## config.mk

```make
export PLATFORM = sky130hd
export DESIGN_NAME = wdt_top
export DESIGN_NICKNAME = d
export VERILOG_FILES = /design/src/rtl/wdt_pkg.sv /design/src/rtl/wdt_regs.sv /design/src/rtl/wdt_tick_gen.sv /design/src/rtl/wdt_counter.sv /design/src/rtl/wdt_top.sv
export SDC_FILE = /design/constraint.sdc
export NUM_CORES = 1
export LEC_CHECK = 0
export ABC_AREA = 1
export BUFFER_PORTS_ARGS = -buffer_cell sky130_fd_sc_hd__buf_4
export CAP_MARGIN = 20
export CORE_MARGIN = 10
export CORE_UTILIZATION = 60
export DETAILED_ROUTE_END_ITERATION = 8
export GPL_TIMING_DRIVEN = 0
export PLACE_DENSITY_LB_ADDON = 0.3
export REMOVE_ABC_BUFFERS = 1
export SLEW_MARGIN = 20
export SYNTH_ARGS = -nofsm -noshare
export SYNTH_HDL_FRONTEND = slang
export SYNTH_SLANG_ARGS = --single-unit
```

## constraint.sdc

```tcl
create_clock -name clk_i -period 2.4 [get_ports clk_i]
set_input_delay 0.48 -clock clk_i [delete_from_list [all_inputs] [get_ports clk_i]]
set_output_delay 0.48 -clock clk_i [all_outputs]
set_load 0.01 [all_outputs]
```

## src/rtl/wdt_pkg.sv

```systemverilog
package wdt_pkg;
  localparam int unsigned ADDR_W   = 4;
  localparam int unsigned DATA_W   = 32;
  localparam int unsigned CNT_W    = 16;
  localparam int unsigned PRE_W    = 8;
  localparam int unsigned SEL_W    = 2;
  localparam int unsigned BASE_LOG = 4;

  localparam logic [ADDR_W-1:0] OFF_CTRL = 4'h0;
  localparam logic [ADDR_W-1:0] OFF_RELD = 4'h4;
  localparam logic [ADDR_W-1:0] OFF_CNT  = 4'h8;

  localparam int unsigned B_RST_EN = 0;
  localparam int unsigned B_IRQ_EN = 2;
  localparam int unsigned B_SEL_LO = 3;
  localparam int unsigned B_EN     = 5;
  localparam int unsigned B_PRE_LO = 8;

  typedef struct packed {
    logic [PRE_W-1:0] pre;
    logic             en;
    logic [SEL_W-1:0] sel;
    logic             irq_en;
    logic             rst_en;
  } ctrl_t;

  localparam ctrl_t CTRL_RST = '{pre: 8'h80, en: 1'b1, sel: 2'd0, irq_en: 1'b0, rst_en: 1'b1};
  localparam logic [CNT_W-1:0] CNT_RST = 16'h8000;
endpackage

```

## src/rtl/wdt_regs.sv

```systemverilog
module wdt_regs
  import wdt_pkg::*;
(
  input  logic              clk_i,
  input  logic              rst_ni,
  input  logic              req_i,
  input  logic              we_i,
  input  logic [ADDR_W-1:0] addr_i,
  input  logic [DATA_W-1:0] wdata_i,
  input  logic [CNT_W-1:0]  cnt_i,
  output logic [DATA_W-1:0] rdata_o,
  output ctrl_t             ctrl_o,
  output logic [CNT_W-1:0]  reld_o,
  output logic              cnt_we_o,
  output logic [CNT_W-1:0]  cnt_wval_o
);
  logic wr;
  assign wr = req_i & we_i;

  always_ff @(posedge clk_i or negedge rst_ni) begin
    if (!rst_ni) begin
      ctrl_o <= CTRL_RST;
      reld_o <= CNT_RST;
    end else if (wr) begin
      if (addr_i == OFF_CTRL) begin
        ctrl_o.pre    <= wdata_i[B_PRE_LO +: PRE_W];
        ctrl_o.en     <= wdata_i[B_EN];
        ctrl_o.sel    <= wdata_i[B_SEL_LO +: SEL_W];
        ctrl_o.irq_en <= wdata_i[B_IRQ_EN];
        ctrl_o.rst_en <= wdata_i[B_RST_EN];
      end
      if (addr_i == OFF_RELD) reld_o <= wdata_i[CNT_W-1:0];
    end
  end

  assign cnt_we_o   = wr && (addr_i == OFF_CNT);
  assign cnt_wval_o = wdata_i[CNT_W-1:0];

  always_comb begin
    rdata_o = '0;
    unique case (addr_i)
      OFF_CTRL: begin
        rdata_o[B_PRE_LO +: PRE_W] = ctrl_o.pre;
        rdata_o[B_EN]              = ctrl_o.en;
        rdata_o[B_SEL_LO +: SEL_W] = ctrl_o.sel;
        rdata_o[B_IRQ_EN]          = ctrl_o.irq_en;
        rdata_o[B_RST_EN]          = ctrl_o.rst_en;
      end
      OFF_RELD: rdata_o[CNT_W-1:0] = reld_o;
      OFF_CNT:  rdata_o[CNT_W-1:0] = cnt_i;
      default:  rdata_o = '0;
    endcase
  end

  // a control write is visible on the next cycle
  a_r2_ctrl_wr: assert property (@(posedge clk_i) disable iff (!rst_ni)
    (wr && addr_i == OFF_CTRL) |=> (ctrl_o.en == $past(wdata_i[B_EN])));
endmodule

```

## src/rtl/wdt_tick_gen.sv

```systemverilog
module wdt_tick_gen
  import wdt_pkg::*;
#(
  parameter int unsigned P_W  = PRE_W,
  parameter int unsigned S_W  = SEL_W,
  parameter int unsigned BASE = BASE_LOG
) (
  input  logic           clk_i,
  input  logic           rst_ni,
  input  logic           en_i,
  input  logic [P_W-1:0] pre_i,
  input  logic [S_W-1:0] sel_i,
  output logic           tick_o
);
  localparam int unsigned DIV_W = BASE + (1 << S_W) - 1;

  logic [P_W-1:0]   pre_cnt;
  logic [DIV_W-1:0] div_cnt;
  logic [DIV_W-1:0] div_max;
  logic             pre_tick;

  assign div_max  = DIV_W'((1 << (BASE + 32'(sel_i))) - 1);
  assign pre_tick = en_i && (pre_cnt == pre_i);
  assign tick_o   = pre_tick && (div_cnt == div_max);

  always_ff @(posedge clk_i or negedge rst_ni) begin
    if (!rst_ni) begin
      pre_cnt <= '0;
      div_cnt <= '0;
    end else if (!en_i) begin
      pre_cnt <= '0;
      div_cnt <= '0;
    end else begin
      pre_cnt <= pre_tick ? '0 : pre_cnt + 1'b1;
      if (pre_tick) div_cnt <= tick_o ? '0 : div_cnt + 1'b1;
    end
  end

  a_r3_tick_needs_en: assert property (@(posedge clk_i) disable iff (!rst_ni)
    tick_o |-> en_i);
  a_r3_idle_clear: assert property (@(posedge clk_i) disable iff (!rst_ni)
    !en_i |=> (pre_cnt == '0 && div_cnt == '0));
endmodule

```

## src/rtl/wdt_counter.sv

```systemverilog
module wdt_counter
  import wdt_pkg::*;
#(
  parameter int unsigned W = CNT_W
) (
  input  logic         clk_i,
  input  logic         rst_ni,
  input  logic         tick_i,
  input  logic         we_i,
  input  logic [W-1:0] wval_i,
  input  logic [W-1:0] reld_i,
  input  logic         irq_en_i,
  input  logic         rst_en_i,
  output logic [W-1:0] cnt_o,
  output logic         irq_o,
  output logic         rst_req_o
);
  logic expire;
  assign expire = tick_i && !we_i && (cnt_o == '0);

  always_ff @(posedge clk_i or negedge rst_ni) begin
    if (!rst_ni) begin
      cnt_o     <= W'(CNT_RST);
      irq_o     <= 1'b0;
      rst_req_o <= 1'b0;
    end else begin
      irq_o <= expire && irq_en_i;
      if (expire && rst_en_i) rst_req_o <= 1'b1;
      if (we_i)         cnt_o <= wval_i;
      else if (expire)  cnt_o <= reld_i;
      else if (tick_i)  cnt_o <= cnt_o - 1'b1;
    end
  end

  a_r4_step: assert property (@(posedge clk_i) disable iff (!rst_ni)
    (tick_i && !we_i && cnt_o != '0) |=> (cnt_o == $past(cnt_o) - 1'b1));
  a_r5_irq_pulse: assert property (@(posedge clk_i) disable iff (!rst_ni)
    irq_o |=> !irq_o);
  a_r6_rst_hold: assert property (@(posedge clk_i) disable iff (!rst_ni)
    rst_req_o |=> rst_req_o);
  a_r6_rst_cause: assert property (@(posedge clk_i) disable iff (!rst_ni)
    $rose(rst_req_o) |-> $past(rst_en_i));
  a_r7_load: assert property (@(posedge clk_i) disable iff (!rst_ni)
    we_i |=> (cnt_o == $past(wval_i)));
  a_r8_frozen: assert property (@(posedge clk_i) disable iff (!rst_ni)
    (!tick_i && !we_i) |=> $stable(cnt_o));
endmodule

```

## src/rtl/wdt_top.sv

```systemverilog
module wdt_top
  import wdt_pkg::*;
(
  input  logic              clk_i,
  input  logic              rst_ni,
  input  logic              req_i,
  input  logic              we_i,
  input  logic [ADDR_W-1:0] addr_i,
  input  logic [DATA_W-1:0] wdata_i,
  output logic [DATA_W-1:0] rdata_o,
  output logic              irq_o,
  output logic              rst_req_o
);
  ctrl_t            ctrl;
  logic [CNT_W-1:0] reld, cnt, cnt_wval;
  logic             cnt_we, tick;

  wdt_regs u_regs (
    .clk_i, .rst_ni, .req_i, .we_i, .addr_i, .wdata_i,
    .cnt_i(cnt), .rdata_o, .ctrl_o(ctrl), .reld_o(reld),
    .cnt_we_o(cnt_we), .cnt_wval_o(cnt_wval)
  );

  wdt_tick_gen #(.P_W(PRE_W), .S_W(SEL_W), .BASE(BASE_LOG)) u_tick (
    .clk_i, .rst_ni, .en_i(ctrl.en), .pre_i(ctrl.pre), .sel_i(ctrl.sel), .tick_o(tick)
  );

  wdt_counter #(.W(CNT_W)) u_cnt (
    .clk_i, .rst_ni, .tick_i(tick), .we_i(cnt_we), .wval_i(cnt_wval),
    .reld_i(reld), .irq_en_i(ctrl.irq_en), .rst_en_i(ctrl.rst_en),
    .cnt_o(cnt), .irq_o, .rst_req_o
  );
endmodule

```

==> metrics.cfg, run 1 <==
[timing]
skew_ps=9.41
hold_viol_final=0
setup_viol=0
worstMarginPinSlew_ps=782
max-slew-margin-rel=0.479
slew_viol_final=0
finalCritPeriodShare=0.949
fmax_mhz=439
timing.final.crit_period_ps=2280

[yosys]
ys_types=34
synthXorXnorAreaFrac=0.0206
ys_seq_area_frac=0.407
synth_top_flop_cell=dfrtp_1
synthAdderAreaFrac=0.0131
synthMuxAreaShare=0
synth_area_um2=3830
synth_top_cell_area_share=0.373
synth-simple-area-share=0.310
synth_compound_area_frac=0.112
async_flop_share=1.00
yosys_warnings=0
synth_edf_count=0
synth_top_family_by_area=simple AND/OR/NAND/NOR gates
yosys.area.top_type=dfrtp_1
syn_area_per_cell_um2=7.07
ys_ff_latch=62
netlist_top_cells_area=dfrtp_1 37%, nand2_1 16%, inv_1 8.2%
synthCells=541

[cells_and_area]
utilization=0.691
num_antenna_cells=0
final_cell_mix=160 x nand2_1, 82 x inv_1, 58 x nand3_1
nets=625
drive_gt1_frac=0.147
layoutNonFillerInstCount=663
area_growth_pct=13.4
final_common_cell=nand2_1

[global_routing]
grt_use_total=0.198
met1_usage=0.235
use_met3=0.0488
grt_pass1_vias=3421
grt_pass1_wl_um=16200
antenna_found_initial=0
grt_max_degree=63
overflow=0
grtUsageMet2=0.332
top_usage_layer=met2

[routing]
route.vias.total=3620
route.detailed.drc=0
wl_per_cell_um=14.7
detail-route-antenna-nets=0
drt-vias-per-instance=5.46
dr.pass1.iters=5
drtIter0Drc=297
drt_wl_total_um=9750

[pwr]
power_density_nw_per_um2=690
p_leak_nw=2.20
ir_drop_uv=410

[floorplan]
die_w_um=99.9
dieHeight_um=99.9
rows=29
ios=74
initial_core_util=0.610
die_area_um2=9970
core-area_um2=6280

[worst_setup_path]
r2r_end=u_cnt.cnt_o[1]
worstPathArrival_ps=1800
r2r_slack_ps=340
start_kind=primary input
cp.required_ps=1920
crit_path_end_kind=output port
worst-path-max-fanout=14
timing_worst_setup_path_type=in -> out
reg2reg_from=u_cnt.cnt_o[0]
reg2reg_depth=10

[run]
cap_violations=0

[clock_network]
cts_hold_buf=0
cts_made_buffers=9
cts_max_level=3
cts_tree=done
clockRootBuffer=clkbuf_8
clock_latency_ps=350
cts_max_path_buffers=2
clkSinkCount=62
clkSlewWorstSetupHoldPaths_ps=70

[place]
hpwl_um=6610
io_buffer_count=41
dp_cells=643
gp_congestion=0.902

[status]
outcome=finished, final reports clean

[min_path]
hold_class=in -> async

registers in the layout (all words and copies together) (netlist names):
signal	flops
u_tick.pre_cnt	8
u_cnt.cnt_o	16
u_regs.reld_o	16
u_cnt.rst_req_o	1
u_regs.ctrl_o	13
u_cnt.irq_o	1
u_tick.div_cnt	7
metrics by stage:
| step | setup slack (ps) | cell area (um^2) | power [mW] | hold WS [ps] | setup TNS, ps |
|---|---|---|---|---|---|
| 3_5_place_dp | -521 | 4090 | 2.16 | 452 | -12380 |
| 3_3_place_gp | -435 | 4090 | 2.12 | 449 | -9860 |
| 2_1_floorplan | 469 | 3690 | 1.91 | 184 | 0 |
| 4_1_cts | 88.8 | 4280 | 2.99 | 241 | 0 |
| 6_report | 122 | 4340 | 3.00 | 218 | 0 |
| 5_1_grt | -1.24 | 4340 | 3.20 | 285 | -1.24 |
synthesized netlist by cell type, types with 5 or more instances:
| cell | n |
|---|---|
| a21oi_1 | 7 |
| buf_4 | 18 |
| clkbuf_1 | 10 |
| dfrtp_1 | 57 |
| dfstp_2 | 5 |
| inv_1 | 84 |
| nand2_1 | 163 |
| nand3_1 | 59 |
| nor2_1 | 33 |
| o211ai_1 | 5 |
| o21ai_0 | 44 |
| o221ai_1 | 8 |
| o22ai_1 | 7 |
| xor2_1 | 7 |
power by group:
group / leakage (nW) / internal [mW] / total, mW / switching (mW)
combinational: 1.32 / 0.293 / 0.810 / 0.517
clock: 0.0841 / 0.396 / 0.826 / 0.430
sequential: 0.794 / 1.21 / 1.36 / 0.154
critical path, stage by stage:
cell and delay (ps):
buf_4 100, nor2_1 160, inv_1 130, nor3_4 200, clkinvlp_4 160, buf_12 170
o221ai_1 210, buf_4 170
worst max path at each step:
stage,start,to,depth (start not counted)
after detailed placement,addr_i[1],u_regs.ctrl_o[6],6
after global placement,addr_i[1],u_regs.ctrl_o[0],6
after floorplan,addr_i[1],u_regs.ctrl_o[10],6
after global routing,addr_i[1],rdata_o[12],8
final,addr_i[1],rdata_o[11],8
after CTS,u_cnt.cnt_o[0],u_cnt.cnt_o[1],9
final cells by class:
type                       count  area (um^2)
clock buffer                  10          138
clock inverter                 6         37.5
fill                         531         1940
inverter                      86          330
multi-input combinational    377         1830
sequential                    62         1560
tap                           77         96.3
timing repair buffer          45          350
per-layer routing:
layer / vias to the layer above / share of wire
met1: 1673 / 0.42
met2: 153 / 0.47
li1: 1768 / -
met5: - / 0
met3: 26 / 0.084
met4: 0 / 0.028
kinds of logic after synthesis:
logic type / count (synthesis)
xor gates and xnor gates: 9
other: 1
adders and majority gates: 4
and+or+nand+nor: 273
AOI/OAI and AO/OA: 75
DFF: 62
buffers and inverters: 117
what timing repair did:
item / 4_1_cts / 5_1_grt
pin swaps: 0 / 1
setup buffers: 0 / 4
setup endpoints to repair: 26 / 26
resized for setup: 3 / 5
Power figures use the tool's default switching activity.
==> run 2: changes to the inputs <==
--- a/config.mk
+++ b/config.mk
@@ -9,7 +9,7 @@
 export BUFFER_PORTS_ARGS = -buffer_cell sky130_fd_sc_hd__buf_4
 export CAP_MARGIN = 20
 export CORE_MARGIN = 10
-export CORE_UTILIZATION = 60
+export CORE_UTILIZATION = 56
 export DETAILED_ROUTE_END_ITERATION = 8
 export GPL_TIMING_DRIVEN = 0
 export PLACE_DENSITY_LB_ADDON = 0.3
@@ -18,3 +18,4 @@
 export SYNTH_ARGS = -nofsm -noshare
 export SYNTH_HDL_FRONTEND = slang
 export SYNTH_SLANG_ARGS = --single-unit
+export TNS_END_PERCENT = 10
==> constraint.sdc (replaced) <==
create_clock -name clk_i -period 2.3 [get_ports clk_i]
set_input_delay 0.46 -clock clk_i [delete_from_list [all_inputs] [get_ports clk_i]]
set_output_delay 0.46 -clock clk_i [all_outputs]
set_load 0.01 [all_outputs]
==> metrics.cfg, run 2 (synthesized netlist as in run 1, its figures left out) <==
[status]
outcome=finished, final reports clean  ; unchanged

[floorplan]
rows=30  ; was 29
dieHeight_um=103  ; was 99.9 um
initial_core_util=0.570  ; was 0.610
die_area_um2=10500  ; was 9970 um^2
ios=74  ; unchanged
core-area_um2=6720  ; was 6280 um^2
die_w_um=103  ; was 99.9 um

[cells_and_area]
layoutNonFillerInstCount=662  ; was 663
fillCellCount=617  ; was 531
multi_input_area_um2=1830  ; about the same
seq_area_um2=1560  ; unchanged
utilization=0.640  ; was 0.691
reg.largest.list=u_cnt.cnt_o x16, u_regs.reld_o x16, u_regs.ctrl_o x13  ; unchanged
final_cell_mix=160 x nand2_1, 83 x inv_1, 58 x nand3_1  ; was 160 x nand2_1, 82 x inv_1, 58 x nand3_1
nets=621  ; was 625
area_growth_pct=12.4  ; was 13.4%
drive_gt1_frac=0.136  ; was 0.147
final_common_cell=nand2_1  ; unchanged
num_antenna_cells=0  ; unchanged

[worst_setup_path]
timing_worst_setup_path_type=in -> out  ; unchanged
cp_slowest_cell=o211ai_1  ; was o221ai_1
crit_path_end_kind=output port  ; unchanged
worstPathArrival_ps=1770  ; was 1800 ps
cp.required_ps=1840  ; was 1920 ps
path_cells=buf_4, nor2_2, inv_1, nor3_2, inv_1, o211ai_1, buf_4  ; was buf_4, nor2_1, inv_1, nor3_4, clkinvlp_4, buf_12, o221ai_1, buf_4
start_kind=primary input  ; unchanged
worst-path-max-fanout=15  ; was 14
slowest_delay_ps=320  ; was 210 ps

[routing]
route.detailed.drc=0  ; unchanged
dr.pass1.iters=5  ; unchanged
route.vias.total=3524  ; was 3620
detail-route-antenna-nets=0  ; unchanged
drt_wl_total_um=9430  ; was 9750 um
wl_per_cell_um=14.2  ; was 14.7 um
drt-vias-per-instance=5.32  ; was 5.46
drtIter0Drc=235  ; was 297

[clock_network]
clkSlewWorstSetupHoldPaths_ps=70  ; about the same
clkSinkCount=62  ; unchanged
cts_made_buffers=9  ; unchanged
cts_tree=done  ; unchanged
clockRootBuffer=clkbuf_8  ; unchanged
clock_latency_ps=340  ; was 350 ps
cts_max_path_buffers=2  ; unchanged
cts_max_level=3  ; unchanged
cts_hold_buf=0  ; unchanged

[pwr]
power.total_mw=3.16  ; was 3.00 mW
p_leak_nw=2.18  ; was 2.20 nW
power_density_nw_per_um2=735  ; was 690 nW/um^2
ir_drop_uv=396  ; was 410 uV

[timing]
slew_viol_final=0  ; unchanged
max-slew-margin-rel=0.479  ; about the same
skew_ps=10.3  ; was 9.41 ps
worstMarginPinSlew_ps=781  ; was 782 ps
finalCritPeriodShare=0.970
timing.final.crit_period_ps=2230
hold-worst-slack_ps=190  ; was 218 ps
fmax_mhz=448
rsz0062_at_grt=true
setup_viol=0  ; unchanged
hold_viol_final=0  ; unchanged

[global_routing]
grt_use_total=0.183  ; was 0.198
grt_pass1_wl_um=15400  ; was 16200 um
grt_max_degree=63  ; unchanged
antenna_found_initial=0  ; unchanged
grt_pass1_vias=3289  ; was 3421
overflow=0  ; unchanged

[place]
gp_congestion=0.925  ; was 0.902
dp_cells=646  ; was 643
io_buffer_count=41  ; unchanged
hpwl_um=6640  ; was 6610 um

[min_path]
hold_class=in -> async  ; unchanged

[run]
cap_violations=0  ; unchanged

-- run 2: cell types whose count changed in the layout (fill, tap and decap cells not counted), sizes merged --
cell      change
buf           -4
bufinv        +1
clkbuf        +2
clkinv        -1
clkinvlp      -3
inv           +1
-- run 2: layer usage --
layer	GRT usage	up-vias	share of wire
met5	0	-	0
met4	0.0662	0	0.0076
met3	0.0355	7	0.065
met2	0.303	109	0.48
met1	0.231	1654	0.45
li1	-	1754	-
-- run 2: worst paths after layout --
kind | startpoint | end | slack, ps | cells after the start
max in group asynchronous | rst_ni | u_regs.reld_o[2] | 1580 | 1
worst min-delay path | rst_ni | u_regs.ctrl_o[2] | 190 | 1
min in group clk_i | wdata_i[4] | u_cnt.cnt_o[4] | 350 | 3
worst max register to register | u_cnt.cnt_o[0] | u_cnt.cnt_o[1] | 170 | 10
worst max-delay path | addr_i[1] | rdata_o[10] | 70 | 7
worst min register to register | u_cnt.rst_req_o | u_cnt.rst_req_o | 470 | 2
-- run 2: timing repair --
action / 4_1_cts / 5_1_grt
setup buffers: 0 / 0
gates resized for setup: 5 / 2
endpoints found under the setup margin: 52 / 28
endpoints found under the hold margin: 0 / 0
pin swaps: 0 / 1
-- run 2: final cells by class --
class                      instances  share of cell area
multi-input combinational        377               0.425
sequential                        62               0.362
inverter                          86              0.0759
timing repair buffer              41              0.0716
clock buffer                      12              0.0314
tap                               80              0.0233
clock inverter                     4              0.0111
-- run 2: power by group --
part	total, mW	internal [mW]	switching, mW
Sequential	1.42	1.26	0.158
Clock	0.912	0.498	0.414
Combinational	0.836	0.304	0.533
Total	3.16	2.06	1.10
-- run 2: worst max-delay path, delay by kind of cell --
kind | cells | cell delay [ps]
compound gates | 1 | 320
buf+inv | 4 | 680
simple gates | 2 | 300
-- run 2: through the flow --
step	worst slack, ps	TNS (ps)	cell area [um^2]
2_1_floorplan	389	0	3690
3_3_place_gp	-556	-13890	4090
3_5_place_dp	-640	-15570	4090
4_1_cts	31.3	0	4300
5_1_grt	-30.7	-80.5	4300
6_report	70.1	0	4300
